===== src/rtl/mboxPkg.sv =====
package mboxPkg;
  typedef enum logic [1:0] {
    TAG_MAJOR  = 2'd0,
    TAG_HEADER = 2'd1,
    TAG_ARG    = 2'd2
  } wordTag_e;

  // strobes from control to datapath
  typedef struct packed {
    logic     capFull;
    logic     capLo;
    logic     capHi;
    logic     emit;
    logic     loadCount;
    logic     decCount;
    logic     pollInc;
    logic     pollClr;
    logic     setPass;
    logic     setFail;
    logic     clrFlags;
    wordTag_e tag;
  } dpStrobe_t;
endpackage


===== src/rtl/mboxDatapath.sv =====
module mboxDatapath
  import mboxPkg::*;
#(
  parameter int DATA_W = 32,
  parameter int POLL_W = 16
) (
  input  logic              clk,
  input  logic              rst,
  input  dpStrobe_t         ctl,
  input  logic [DATA_W-1:0] busRdata,
  input  logic [POLL_W-1:0] pollLimit,
  output logic [DATA_W-1:0] word,
  output logic              countIsOne,
  output logic              pollHit,
  output logic              msgValid,
  output wordTag_e          msgTag,
  output logic [DATA_W-1:0] msgWord,
  output logic              done,
  output logic              pass,
  output logic              fail
);
  localparam int HALF = DATA_W / 2;

  logic [HALF-1:0]   count;
  logic [POLL_W-1:0] pollCnt;

  assign countIsOne = (count == HALF'(1));
  assign pollHit    = (pollLimit != '0) && (pollCnt == pollLimit - 1'b1);

  always_ff @(posedge clk) begin
    if (rst) begin
      word     <= '0;
      count    <= '0;
      pollCnt  <= '0;
      msgValid <= 1'b0;
      msgTag   <= TAG_MAJOR;
      msgWord  <= '0;
      done     <= 1'b0;
      pass     <= 1'b0;
      fail     <= 1'b0;
    end else begin
      if (ctl.capFull) word <= busRdata;
      if (ctl.capLo)   word[HALF-1:0] <= busRdata[HALF-1:0];
      if (ctl.capHi)   word[DATA_W-1:HALF] <= busRdata[HALF-1:0];
      if (ctl.loadCount)     count <= word[HALF-1:0];
      else if (ctl.decCount) count <= count - 1'b1;
      if (ctl.pollClr)       pollCnt <= '0;
      else if (ctl.pollInc)  pollCnt <= pollCnt + 1'b1;
      msgValid <= ctl.emit;
      if (ctl.emit) begin
        msgTag  <= ctl.tag;
        msgWord <= word;
      end
      if (ctl.clrFlags) begin
        done <= 1'b0;
        pass <= 1'b0;
        fail <= 1'b0;
      end else begin
        if (ctl.setPass) begin done <= 1'b1; pass <= 1'b1; end
        if (ctl.setFail) begin done <= 1'b1; fail <= 1'b1; end
      end
    end
  end

  a_r9_single_pulse: assert property (@(posedge clk) disable iff (rst)
    msgValid |=> !msgValid);
  a_r6_pass_fail_exclusive: assert property (@(posedge clk) disable iff (rst)
    !(pass && fail));
  a_r5_pass_has_done: assert property (@(posedge clk) disable iff (rst)
    (pass || fail) |-> done);
  a_r11_done_sticky: assert property (@(posedge clk) disable iff (rst)
    (done && !ctl.clrFlags) |=> done);
  a_r10_poll_bound: assert property (@(posedge clk) disable iff (rst)
    (pollLimit != '0 && $stable(pollLimit)) |-> (pollCnt < pollLimit));
endmodule


===== src/rtl/mboxCtrl.sv =====
module mboxCtrl
  import mboxPkg::*;
#(
  parameter int                ADDR_W      = 20,
  parameter int                DATA_W      = 32,
  parameter logic [ADDR_W-1:0] STAT_OFF    = 20'hD0004,
  parameter logic [ADDR_W-1:0] LO_OFF      = 20'hD0032,
  parameter logic [ADDR_W-1:0] HI_OFF      = 20'hD0034,
  parameter logic [ADDR_W-1:0] ACK_OFF     = 20'hD0031,
  parameter logic [DATA_W-1:0] CODE_PASS   = 32'h07,
  parameter logic [DATA_W-1:0] CODE_FAIL   = 32'hFF,
  parameter logic [DATA_W-1:0] CODE_STREAM = 32'h08
) (
  input  logic              clk,
  input  logic              rst,
  input  logic              start,
  input  logic              busReady,
  input  logic              statBit,
  input  logic [DATA_W-1:0] word,
  input  logic              countIsOne,
  input  logic              pollHit,
  output logic              busReq,
  output logic              busWe,
  output logic [ADDR_W-1:0] busAddr,
  output logic [DATA_W-1:0] busWdata,
  output dpStrobe_t         ctl
);
  localparam int HALF = DATA_W / 2;

  typedef enum logic [2:0] {
    S_IDLE, S_POLL, S_RD_LO, S_RD_HI, S_ACK0, S_ACK_POLL, S_ACK1
  } state_e;

  state_e   state, stateNext;
  wordTag_e phase, phaseNext;

  always_comb begin
    stateNext = state;
    phaseNext = phase;
    ctl       = '0;
    ctl.tag   = phase;
    busReq    = (state != S_IDLE);
    busWe     = 1'b0;
    busAddr   = STAT_OFF;
    busWdata  = '0;
    case (state)
      S_IDLE: if (start) begin
        ctl.clrFlags = 1'b1;
        ctl.pollClr  = 1'b1;
        phaseNext    = TAG_MAJOR;
        stateNext    = S_POLL;
      end
      S_POLL: if (busReady) begin
        if (!statBit) begin
          ctl.pollClr = 1'b1;
          stateNext   = S_RD_LO;
        end else if (pollHit) begin
          ctl.setFail = 1'b1;
          stateNext   = S_IDLE;
        end else begin
          ctl.pollInc = 1'b1;
        end
      end
      S_RD_LO: begin
        busAddr = LO_OFF;
        if (busReady) begin
          if (phase == TAG_MAJOR) begin
            ctl.capFull = 1'b1;
            stateNext   = S_ACK0;
          end else begin
            ctl.capLo = 1'b1;
            stateNext = S_RD_HI;
          end
        end
      end
      S_RD_HI: begin
        busAddr = HI_OFF;
        if (busReady) begin
          ctl.capHi = 1'b1;
          stateNext = S_ACK0;
        end
      end
      S_ACK0: begin
        busAddr = ACK_OFF;
        busWe   = 1'b1;
        if (busReady) stateNext = S_ACK_POLL;
      end
      S_ACK_POLL: if (busReady && statBit) stateNext = S_ACK1;
      S_ACK1: begin
        busAddr  = ACK_OFF;
        busWe    = 1'b1;
        busWdata = DATA_W'(1);
        if (busReady) begin
          ctl.emit  = 1'b1;
          stateNext = S_POLL;
          case (phase)
            TAG_MAJOR: begin
              if (word == CODE_PASS) begin
                ctl.setPass = 1'b1;
                stateNext   = S_IDLE;
              end else if (word == CODE_FAIL) begin
                ctl.setFail = 1'b1;
                stateNext   = S_IDLE;
              end else if (word == CODE_STREAM) begin
                phaseNext = TAG_HEADER;
              end
            end
            TAG_HEADER: begin
              ctl.loadCount = 1'b1;
              phaseNext = (word[HALF-1:0] == '0) ? TAG_MAJOR : TAG_ARG;
            end
            default: begin
              ctl.decCount = 1'b1;
              if (countIsOne) phaseNext = TAG_MAJOR;
            end
          endcase
        end
      end
      default: stateNext = S_IDLE;
    endcase
  end

  always_ff @(posedge clk) begin
    if (rst) begin
      state <= S_IDLE;
      phase <= TAG_MAJOR;
    end else begin
      state <= stateNext;
      phase <= phaseNext;
    end
  end

  a_r1_hold_request: assert property (@(posedge clk) disable iff (rst)
    (busReq && !busReady) |=> (busReq && $stable(busAddr) && $stable(busWe) && $stable(busWdata)));
  a_r1_data_after_pending: assert property (@(posedge clk) disable iff (rst)
    (state == S_POLL && busReady && !statBit) |=> (busReq && !busWe && busAddr == LO_OFF));
  a_r4_release_then_write1: assert property (@(posedge clk) disable iff (rst)
    (state == S_ACK_POLL && busReady && statBit) |=> (busReq && busWe && busWdata[0] && busAddr == ACK_OFF));
  a_r4_write0_then_poll: assert property (@(posedge clk) disable iff (rst)
    (busReq && busReady && busWe && !busWdata[0]) |=> (busReq && !busWe && busAddr == STAT_OFF));
endmodule


===== src/rtl/mboxReader.sv =====
module mboxReader
  import mboxPkg::*;
#(
  parameter int ADDR_W = 20,
  parameter int DATA_W = 32,
  parameter int POLL_W = 16
) (
  input  logic              clk,
  input  logic              rst,
  input  logic              start,
  input  logic [POLL_W-1:0] pollLimit,
  output logic              busReq,
  output logic              busWe,
  output logic [ADDR_W-1:0] busAddr,
  output logic [DATA_W-1:0] busWdata,
  input  logic              busReady,
  input  logic [DATA_W-1:0] busRdata,
  output logic              msgValid,
  output logic [1:0]        msgTag,
  output logic [DATA_W-1:0] msgWord,
  output logic              done,
  output logic              pass,
  output logic              fail
);
  dpStrobe_t         ctl;
  logic [DATA_W-1:0] word;
  logic              countIsOne;
  logic              pollHit;
  wordTag_e          tagOut;

  mboxCtrl #(.ADDR_W(ADDR_W), .DATA_W(DATA_W)) uCtrl (
    .clk(clk), .rst(rst), .start(start), .busReady(busReady),
    .statBit(busRdata[0]), .word(word), .countIsOne(countIsOne),
    .pollHit(pollHit), .busReq(busReq), .busWe(busWe), .busAddr(busAddr),
    .busWdata(busWdata), .ctl(ctl)
  );

  mboxDatapath #(.DATA_W(DATA_W), .POLL_W(POLL_W)) uDp (
    .clk(clk), .rst(rst), .ctl(ctl), .busRdata(busRdata),
    .pollLimit(pollLimit), .word(word), .countIsOne(countIsOne),
    .pollHit(pollHit), .msgValid(msgValid), .msgTag(tagOut),
    .msgWord(msgWord), .done(done), .pass(pass), .fail(fail)
  );

  assign msgTag = tagOut;
endmodule


===== config.mk =====
export PLATFORM = sky130hd
export DESIGN_NAME = mboxReader
export DESIGN_NICKNAME = d
export VERILOG_FILES = /design/src/rtl/mboxPkg.sv /design/src/rtl/mboxDatapath.sv /design/src/rtl/mboxCtrl.sv /design/src/rtl/mboxReader.sv
export SDC_FILE = /design/constraint.sdc
export NUM_CORES = 1
export LEC_CHECK = 0
export ABC_AREA = 0
export CAP_MARGIN = 10
export CELL_PAD_IN_SITES_DETAIL_PLACEMENT = 0
export CELL_PAD_IN_SITES_GLOBAL_PLACEMENT = 1
export CORE_MARGIN = 4
export CORE_UTILIZATION = 39
export DETAILED_ROUTE_END_ITERATION = 6
export HOLD_SLACK_MARGIN = 0.1
export PLACE_DENSITY = 0.95
export SYNTH_ARGS = -nofsm -noshare
export SYNTH_HDL_FRONTEND = slang
export SYNTH_SLANG_ARGS = --single-unit

===== constraint.sdc =====
create_clock -name clk -period 7.4 [get_ports clk]
set_clock_uncertainty 0.1 [all_clocks]
set_input_delay 1.85 -clock clk [delete_from_list [all_inputs] [get_ports clk]]
set_output_delay 1.85 -clock clk [all_outputs]
set_load 0.02 [all_outputs]

==> flow_metrics.env, run 1 <==
export IMPL_outcome="finished clean"
export IMPL_synthToLayoutAreaGrowth_pct=18.4
export IMPL_grt_pass1_vias=4854
export IMPL_die_y_um=132
export IMPL_dr_pass1_iters=5
export IMPL_ys_flop_type="dfxtp_1"
export IMPL_wl_per_cell_um=15.1
export IMPL_antenna_cells=0
export IMPL_worst_pin_slew_ns=1.09
export IMPL_p_leak_nw=2.50
export IMPL_fin_tns_setup_ns=0
export IMPL_clock_fmax_ghz=0.211
export IMPL_via_count=5559
export IMPL_core_sq_um=15100
export IMPL_antenna_found_initial=0
export IMPL_worst_path_most_repeated_cell="nor4_4"
export IMPL_seq_area_frac_synth_pct=35.8
export IMPL_critical_path_arrival_ns=4.92
export IMPL_syn_area_per_cell_sq_um=7.68
export IMPL_grt_pass1_wl_mm=24.7
export IMPL_htreeDepth=3
export IMPL_hp_class="flip-flop to flip-flop"
export IMPL_post_dp_cell_area_sq_um=6780
export IMPL_crit_fanout=22
export IMPL_drive_gt1_share_pct=5.46
export IMPL_cp_required_ns=7.57
export IMPL_crit_path_end_kind="flip-flop"
export IMPL_ant_nets=0
export IMPL_path_class="input port to flip-flop"
export IMPL_cts_tree="yes"
export IMPL_grt_max_degree=67
export IMPL_final_cell_mix="nand2_1, dfxtp_1, clkdlybuf4s50_1"
export IMPL_dr_first_iter_drc_count=495
export IMPL_cap_violations=0
export IMPL_place_congestion=0.881
export IMPL_layout_commonest_cell="nand2_1"
export IMPL_clk_path_buf_depth=2
export IMPL_fin_util_pct=46.8
export IMPL_grt_overflow_total=0
export IMPL_slew_violations=0
export IMPL_dp_hpwl_mm=11.1
export IMPL_met1_usage_pct=24.6
export IMPL_drc=0
export IMPL_critPathSlowestCell="nor4_1"
export IMPL_grt_usage_pct=16.8
export IMPL_crit_path_cell_trace="clkdlybuf4s50_1 -> nor4_1 -> nand4_1 -> mux2i_1 -> nor4_4 -> nor4_4 -> buf_8 -> or4_1 -> a21oi_1"
export IMPL_startpoint_type="input port"
export IMPL_hold_viol=0
export IMPL_synth_warnings=0
export IMPL_synth_edff_count=0
export IMPL_final_area_sq_um=7090
export IMPL_total_power_mw=1.27
export IMPL_port_buffers=97
export IMPL_io_pins=144
export IMPL_hold_buffers=0
export IMPL_use_met3_pct=3.36
export IMPL_use_met2_pct=25.5
export IMPL_power_density_nw_per_um2=179
export IMPL_cts_sinks=107
export IMPL_dieArea_sq_um=17400
export IMPL_slew_limit_headroom_pct=27.1
export IMPL_max_stage_delay_ns=0.75
export IMPL_min_period_ns=4.75
export IMPL_ys_ff_latch=107
export IMPL_dp_cells=1014
export IMPL_numCtsBuffers=9
export IMPL_top_usage_layer="met2"
export IMPL_clk_pin_slew_ns=0.07
export IMPL_insertion_delay_ns=0.35
export IMPL_finalSetupViolations=0
export IMPL_row_count=45
export IMPL_layout_nets=894
export IMPL_postCtsSetupRepairBufs=0
export IMPL_start_util_pct=39.5
export IMPL_die_x_um=132
export IMPL_cts_resized=0
export IMPL_postSynthCellCount=780
export IMPL_via_per_inst=5.39
export IMPL_async_reset_ff_share_pct=0
export IMPL_fin_crit_sh_pct=64.1
export IMPL_cts_root_buf="clkbuf_16"
export IMPL_rsz0062_at_grt="no"
export IMPL_totalWireLength_mm=15.5
export IMPL_vdd_drop_max_mv=0.0995
export IMPL_instances_no_fill=1031
export IMPL_synthesis_area_sq_um=5990
export IMPL_synth_distinct_cells=74
==> flip-flops by register name, summed over array words and instances, names as in the netlist <==
register / cells
uDp.msgWord: 32
uDp.word: 32
uCtrl.phase: 2
uDp.msgTag: 2
uDp.done: 1
uDp.pass: 1
uDp.msgValid: 1
uDp.fail: 1
uCtrl.state: 3
uDp.pollCnt: 16
uDp.count: 16
==> report_power, final <==
group / internal [mW] / switching [mW] / leakage (nW)
combinational: 0.0690 / 0.105 / 1.49
clock: 0.267 / 0.227 / 0.145
sequential: 0.585 / 0.0173 / 0.862
total: 0.921 / 0.349 / 2.50
==> stage by stage <==
step / hold slack, ns / setup WS, ns
2_1_floorplan: 0.345 / 3.08
3_3_place_gp: 0.343 / 1.97
3_5_place_dp: 0.346 / 1.91
4_1_cts: 0.357 / 2.27
5_1_grt: 0.376 / 2.41
6_report: 0.355 / 2.65
==> logic make-up after synthesis <==
logic type,after synthesis,synth area share (%)
flops,107,35.8
compound gates,181,19.1
mux,19,3.18
other cells,2,0.125
fa+ha+maj,4,0.836
buf+inv,111,11.1
simple gates,339,27.4
xor+xnor,17,2.49
==> area by class of cell <==
type	instances	area, sq um
clock buffer	10	229
clock inverter	6	71.3
fill	1490	8050
inverter	11	41.3
multi-input combinational	606	3350
sequential	107	2140
tap	188	235
timing repair buffer	103	1020
==> layer usage <==
layer  part of all wire (%)  up-vias
li1                       -     2785
met1                     48     2600
met2                     45      163
met3                    5.9       11
met4                   0.95        0
met5                      0        -
==> critical path: cells and delay by family <==
family / cells / cell delay [ns]
AND/OR/NAND/NOR: 5 / 2.01
buffers and inverters: 2 / 0.69
multiplexers: 1 / 0.21
AO/OA/AOI/OAI: 1 / 0.15
==> Yosys cell counts (5+ instances only) <==
cell	count	area share, %
nand2_1	134	8.4
o21ai_0	27	2.3
or3_1	11	1.1
and2_1	6	0.63
nor4_1	17	1.8
buf_4	50	6.3
dfxtp_1	107	36
nor3_1	21	1.8
o31ai_1	5	0.63
xor2_1	8	1.2
nand4_1	14	1.5
or4_1	9	1.1
a21oi_1	79	6.6
mux2i_1	19	3.2
nor2b_1	5	0.52
o21ai_1	8	0.67
nand3_1	19	1.6
nor2_1	72	4.5
clkbuf_1	38	2.4
a2111oi_0	5	0.73
a211oi_1	17	2.1
xnor2_1	9	1.3
a21oi_2	5	0.73
inv_1	11	0.69
==> worst paths after layout <==
check,start,end,slack (ns),depth (start not counted)
setup / recovery,pollLimit[6],uDp.pollCnt[3]$_SDFFE_PP0P_,2.65,9
hold / removal,uDp.msgWord[1]$_SDFFE_PP0P_,uDp.msgWord[1]$_SDFFE_PP0P_,0.35,2
setup reg to reg,uCtrl.state[0]$_SDFFE_PP0P_,uDp.pollCnt[13]$_SDFFE_PP0P_,4.63,7
hold reg to reg,uDp.msgWord[1]$_SDFFE_PP0P_,uDp.msgWord[1]$_SDFFE_PP0P_,0.35,2
No activity file was read; power rests on OpenSTA's default activity.
==> run 2: changes to the inputs <==
- CORE_UTILIZATION: 39 -> 33
- PLACE_DENSITY: 0.95 -> 0.87
- clock period: 7.4 -> 4.3 ns (I/O delays scaled with it)
==> run 2 against run 1 <==
Against the previous run:
- worst setup slack got worse by 2.2 ns
- hold slack improved by 0.0012 ns
- non-clock buffer count grew 11
- combinational power increased by 76%
==> flow_metrics.env, run 2 (synthesized netlist as in run 1, its figures left out) <==
export IMPL_critPathSlowestCell="or4_4"
export IMPL_max_stage_delay_ns=0.62
export IMPL_outcome="finished clean"
export IMPL_pwr_share_clk_pct=38.6
export IMPL_grt_usage_pct=15.3
export IMPL_cap_violations=0
export IMPL_worst_path_most_repeated_cell="nor4_4"
export IMPL_instances_no_fill=1079
export IMPL_place_congestion=0.852
export IMPL_slew_violations=0
export IMPL_p_sw_mw=0.644
export IMPL_insertion_delay_ns=0.35
export IMPL_whs_path_depth=2
export IMPL_via_per_inst=5.18
export IMPL_multiInputGateArea_sq_um=3350
export IMPL_path_buf_inv=2
export IMPL_power_density_nw_per_um2=302
export IMPL_fillers=1783
export IMPL_rrSetupSlack_ns=1.66
export IMPL_vdd_drop_max_mv=0.223
export IMPL_start_util_pct=34.1
export IMPL_wl_per_cell_um=15.3
export IMPL_cp_required_ns=4.48
export IMPL_dr_pass1_iters=5
export IMPL_critical_path_arrival_ns=4.00
export IMPL_postCtsSetupRepairBufs=0
export IMPL_crit_fanout=31
export IMPL_worst_pin_slew_ns=0.941
export IMPL_grt_pass1_vias=4951
export IMPL_grt_pass1_wl_mm=25.6
export IMPL_synthToLayoutAreaGrowth_pct=20.7
export IMPL_layout_nets=905
export IMPL_critical_path_top_delay_family="simple AND/OR/NAND/NOR gates"
export IMPL_combPwrFrac_pct=14.0
export IMPL_clk_pin_slew_ns=0.08
export IMPL_ff_latch_area_sq_um=2140
export IMPL_p_int_mw=1.54
export IMPL_drc=0
export IMPL_dieArea_sq_um=20400
export IMPL_reg2reg_to="uCtrl.phase[1]$_SDFFE_PP0P_"
export IMPL_hold_end="uDp.msgWord[16]$_SDFFE_PP0P_"
export IMPL_numCtsBuffers=9
export IMPL_layout_commonest_cell="nand2_1"
export IMPL_antenna_cells=0
export IMPL_hp_class="flip-flop to flip-flop"
export IMPL_hold_buffers=0
export IMPL_min_period_ns=3.82
export IMPL_finalSetupViolations=0
export IMPL_totalWireLength_mm=16.6
export IMPL_cts_resized=0
export IMPL_cts_root_buf="clkbuf_16"
export IMPL_die_y_um=143
export IMPL_cts_sinks=107
export IMPL_rsz0062_at_grt="no"
export IMPL_fin_tns_setup_ns=0
export IMPL_drive_gt1_share_pct=6.79
export IMPL_dp_hpwl_mm=12.1
export IMPL_port_buffers=97
export IMPL_crit_path_cell_trace="clkdlybuf4s50_1 -> or4_4 -> o311ai_1 -> mux2i_1 -> nor4_4 -> nor4_4 -> buf_12 -> or4_1 -> a21oi_1"
export IMPL_startpoint_type="input port"
export IMPL_worst_r2r_path_depth=7
export IMPL_pwr_share_seq_pct=47.4
export IMPL_ant_nets=0
export IMPL_top_regs="uDp.msgWord: 32 flops, uDp.word: 32 flops"
export IMPL_slew_limit_headroom_pct=37.3
export IMPL_crit_path_end_kind="flip-flop"
export IMPL_hold_viol=0
export IMPL_path_class="input port to flip-flop"
export IMPL_dp_cells=1063
export IMPL_final_cell_mix="nand2_1, dfxtp_1, clkdlybuf4s50_1"
export IMPL_via_count=5594
export IMPL_clock_fmax_ghz=0.262
export IMPL_p_leak_nw=2.55
export IMPL_grt_max_degree=89
export IMPL_hp_start="uDp.msgWord[16]$_SDFFE_PP0P_"
export IMPL_core_sq_um=17500
export IMPL_row_count=48
export IMPL_die_x_um=143
export IMPL_io_pins=144
export IMPL_clk_path_buf_depth=2
export IMPL_dr_first_iter_drc_count=519
export IMPL_cts_tree="yes"
export IMPL_grt_overflow_total=0
export IMPL_rr_startpoint="uDp.count[5]$_SDFFE_PP0P_"
export IMPL_antenna_found_initial=0
export IMPL_htreeDepth=3
export IMPL_swShare_pct=29.5
export IMPL_fin_crit_sh_pct=88.8
run 2: worst register-to-register path, delay by kind of cell, from the launching register on:
family | cells | cell delay [ns]
flops | 1 | 0.38
mux | 1 | 0.21
simple gates | 3 | 1.03
compound gates | 3 | 0.77
run 2: worst max-delay path by stage:
stage	startpoint	endpoint	slack [ns]	cells after the start
floorplan	pollLimit[2]	uDp.pollCnt[11]$_SDFFE_PP0P_	0.76	11
global placement	pollLimit[2]	uDp.pollCnt[3]$_SDFFE_PP0P_	0.26	9
detailed placement	pollLimit[2]	uDp.pollCnt[9]$_SDFFE_PP0P_	0.13	9
CTS	pollLimit[2]	uDp.pollCnt[9]$_SDFFE_PP0P_	0.48	9
global route	pollLimit[2]	uDp.pollCnt[9]$_SDFFE_PP0P_	0.31	9
finish	pollLimit[2]	uDp.pollCnt[9]$_SDFFE_PP0P_	0.48	9
run 2: per-layer routing:
metal	routed length, um	up-vias	track usage [%]
met5	0	-	0
met4	281	0	4.40
met3	1160	18	2.28
met2	7430	186	23.4
met1	7690	2581	22.4
li1	-	2809	-
run 2: area by class of cell:
class                   count  area share [%]
multi-input cells         606            46.4
flip-flops and latches    107            29.6
repair buffers            114            15.3
well taps                 225            3.89
clock buffers               9            3.12
clock inverters             7            1.09
inverters                  11           0.571
run 2: power by group through the flow:
stage	combinational [mW]	sequential [mW]	clock [mW]
CTS	0.305	1.04	0.853
detailed placement	0.304	1.06	0
global placement	0.303	1.06	0
global route	0.333	1.04	0.891
finish	0.307	1.04	0.843
floorplan	0.236	1.04	0
run 2: stage by stage:
stage | utilization (%) | power (mW) | cell area (sq um) | setup slack, ns | hold WS (ns)
3_5_place_dp | 39.5 | 1.36 | 6930 | 0.133 | 0.347
6_report | 41.2 | 2.19 | 7230 | 0.480 | 0.356
2_1_floorplan | - | 1.28 | 6150 | 0.756 | 0.345
5_1_grt | 41.2 | 2.26 | 7230 | 0.309 | 0.382
4_1_cts | 41.2 | 2.19 | 7230 | 0.483 | 0.359
3_3_place_gp | 39.5 | 1.36 | 6930 | 0.264 | 0.342
==> run 3: changes to the inputs <==
- CAP_MARGIN: 10 -> 20
==> results of run 3 <==
The final DEF is identical to that of run 2; final timing and power are the same.
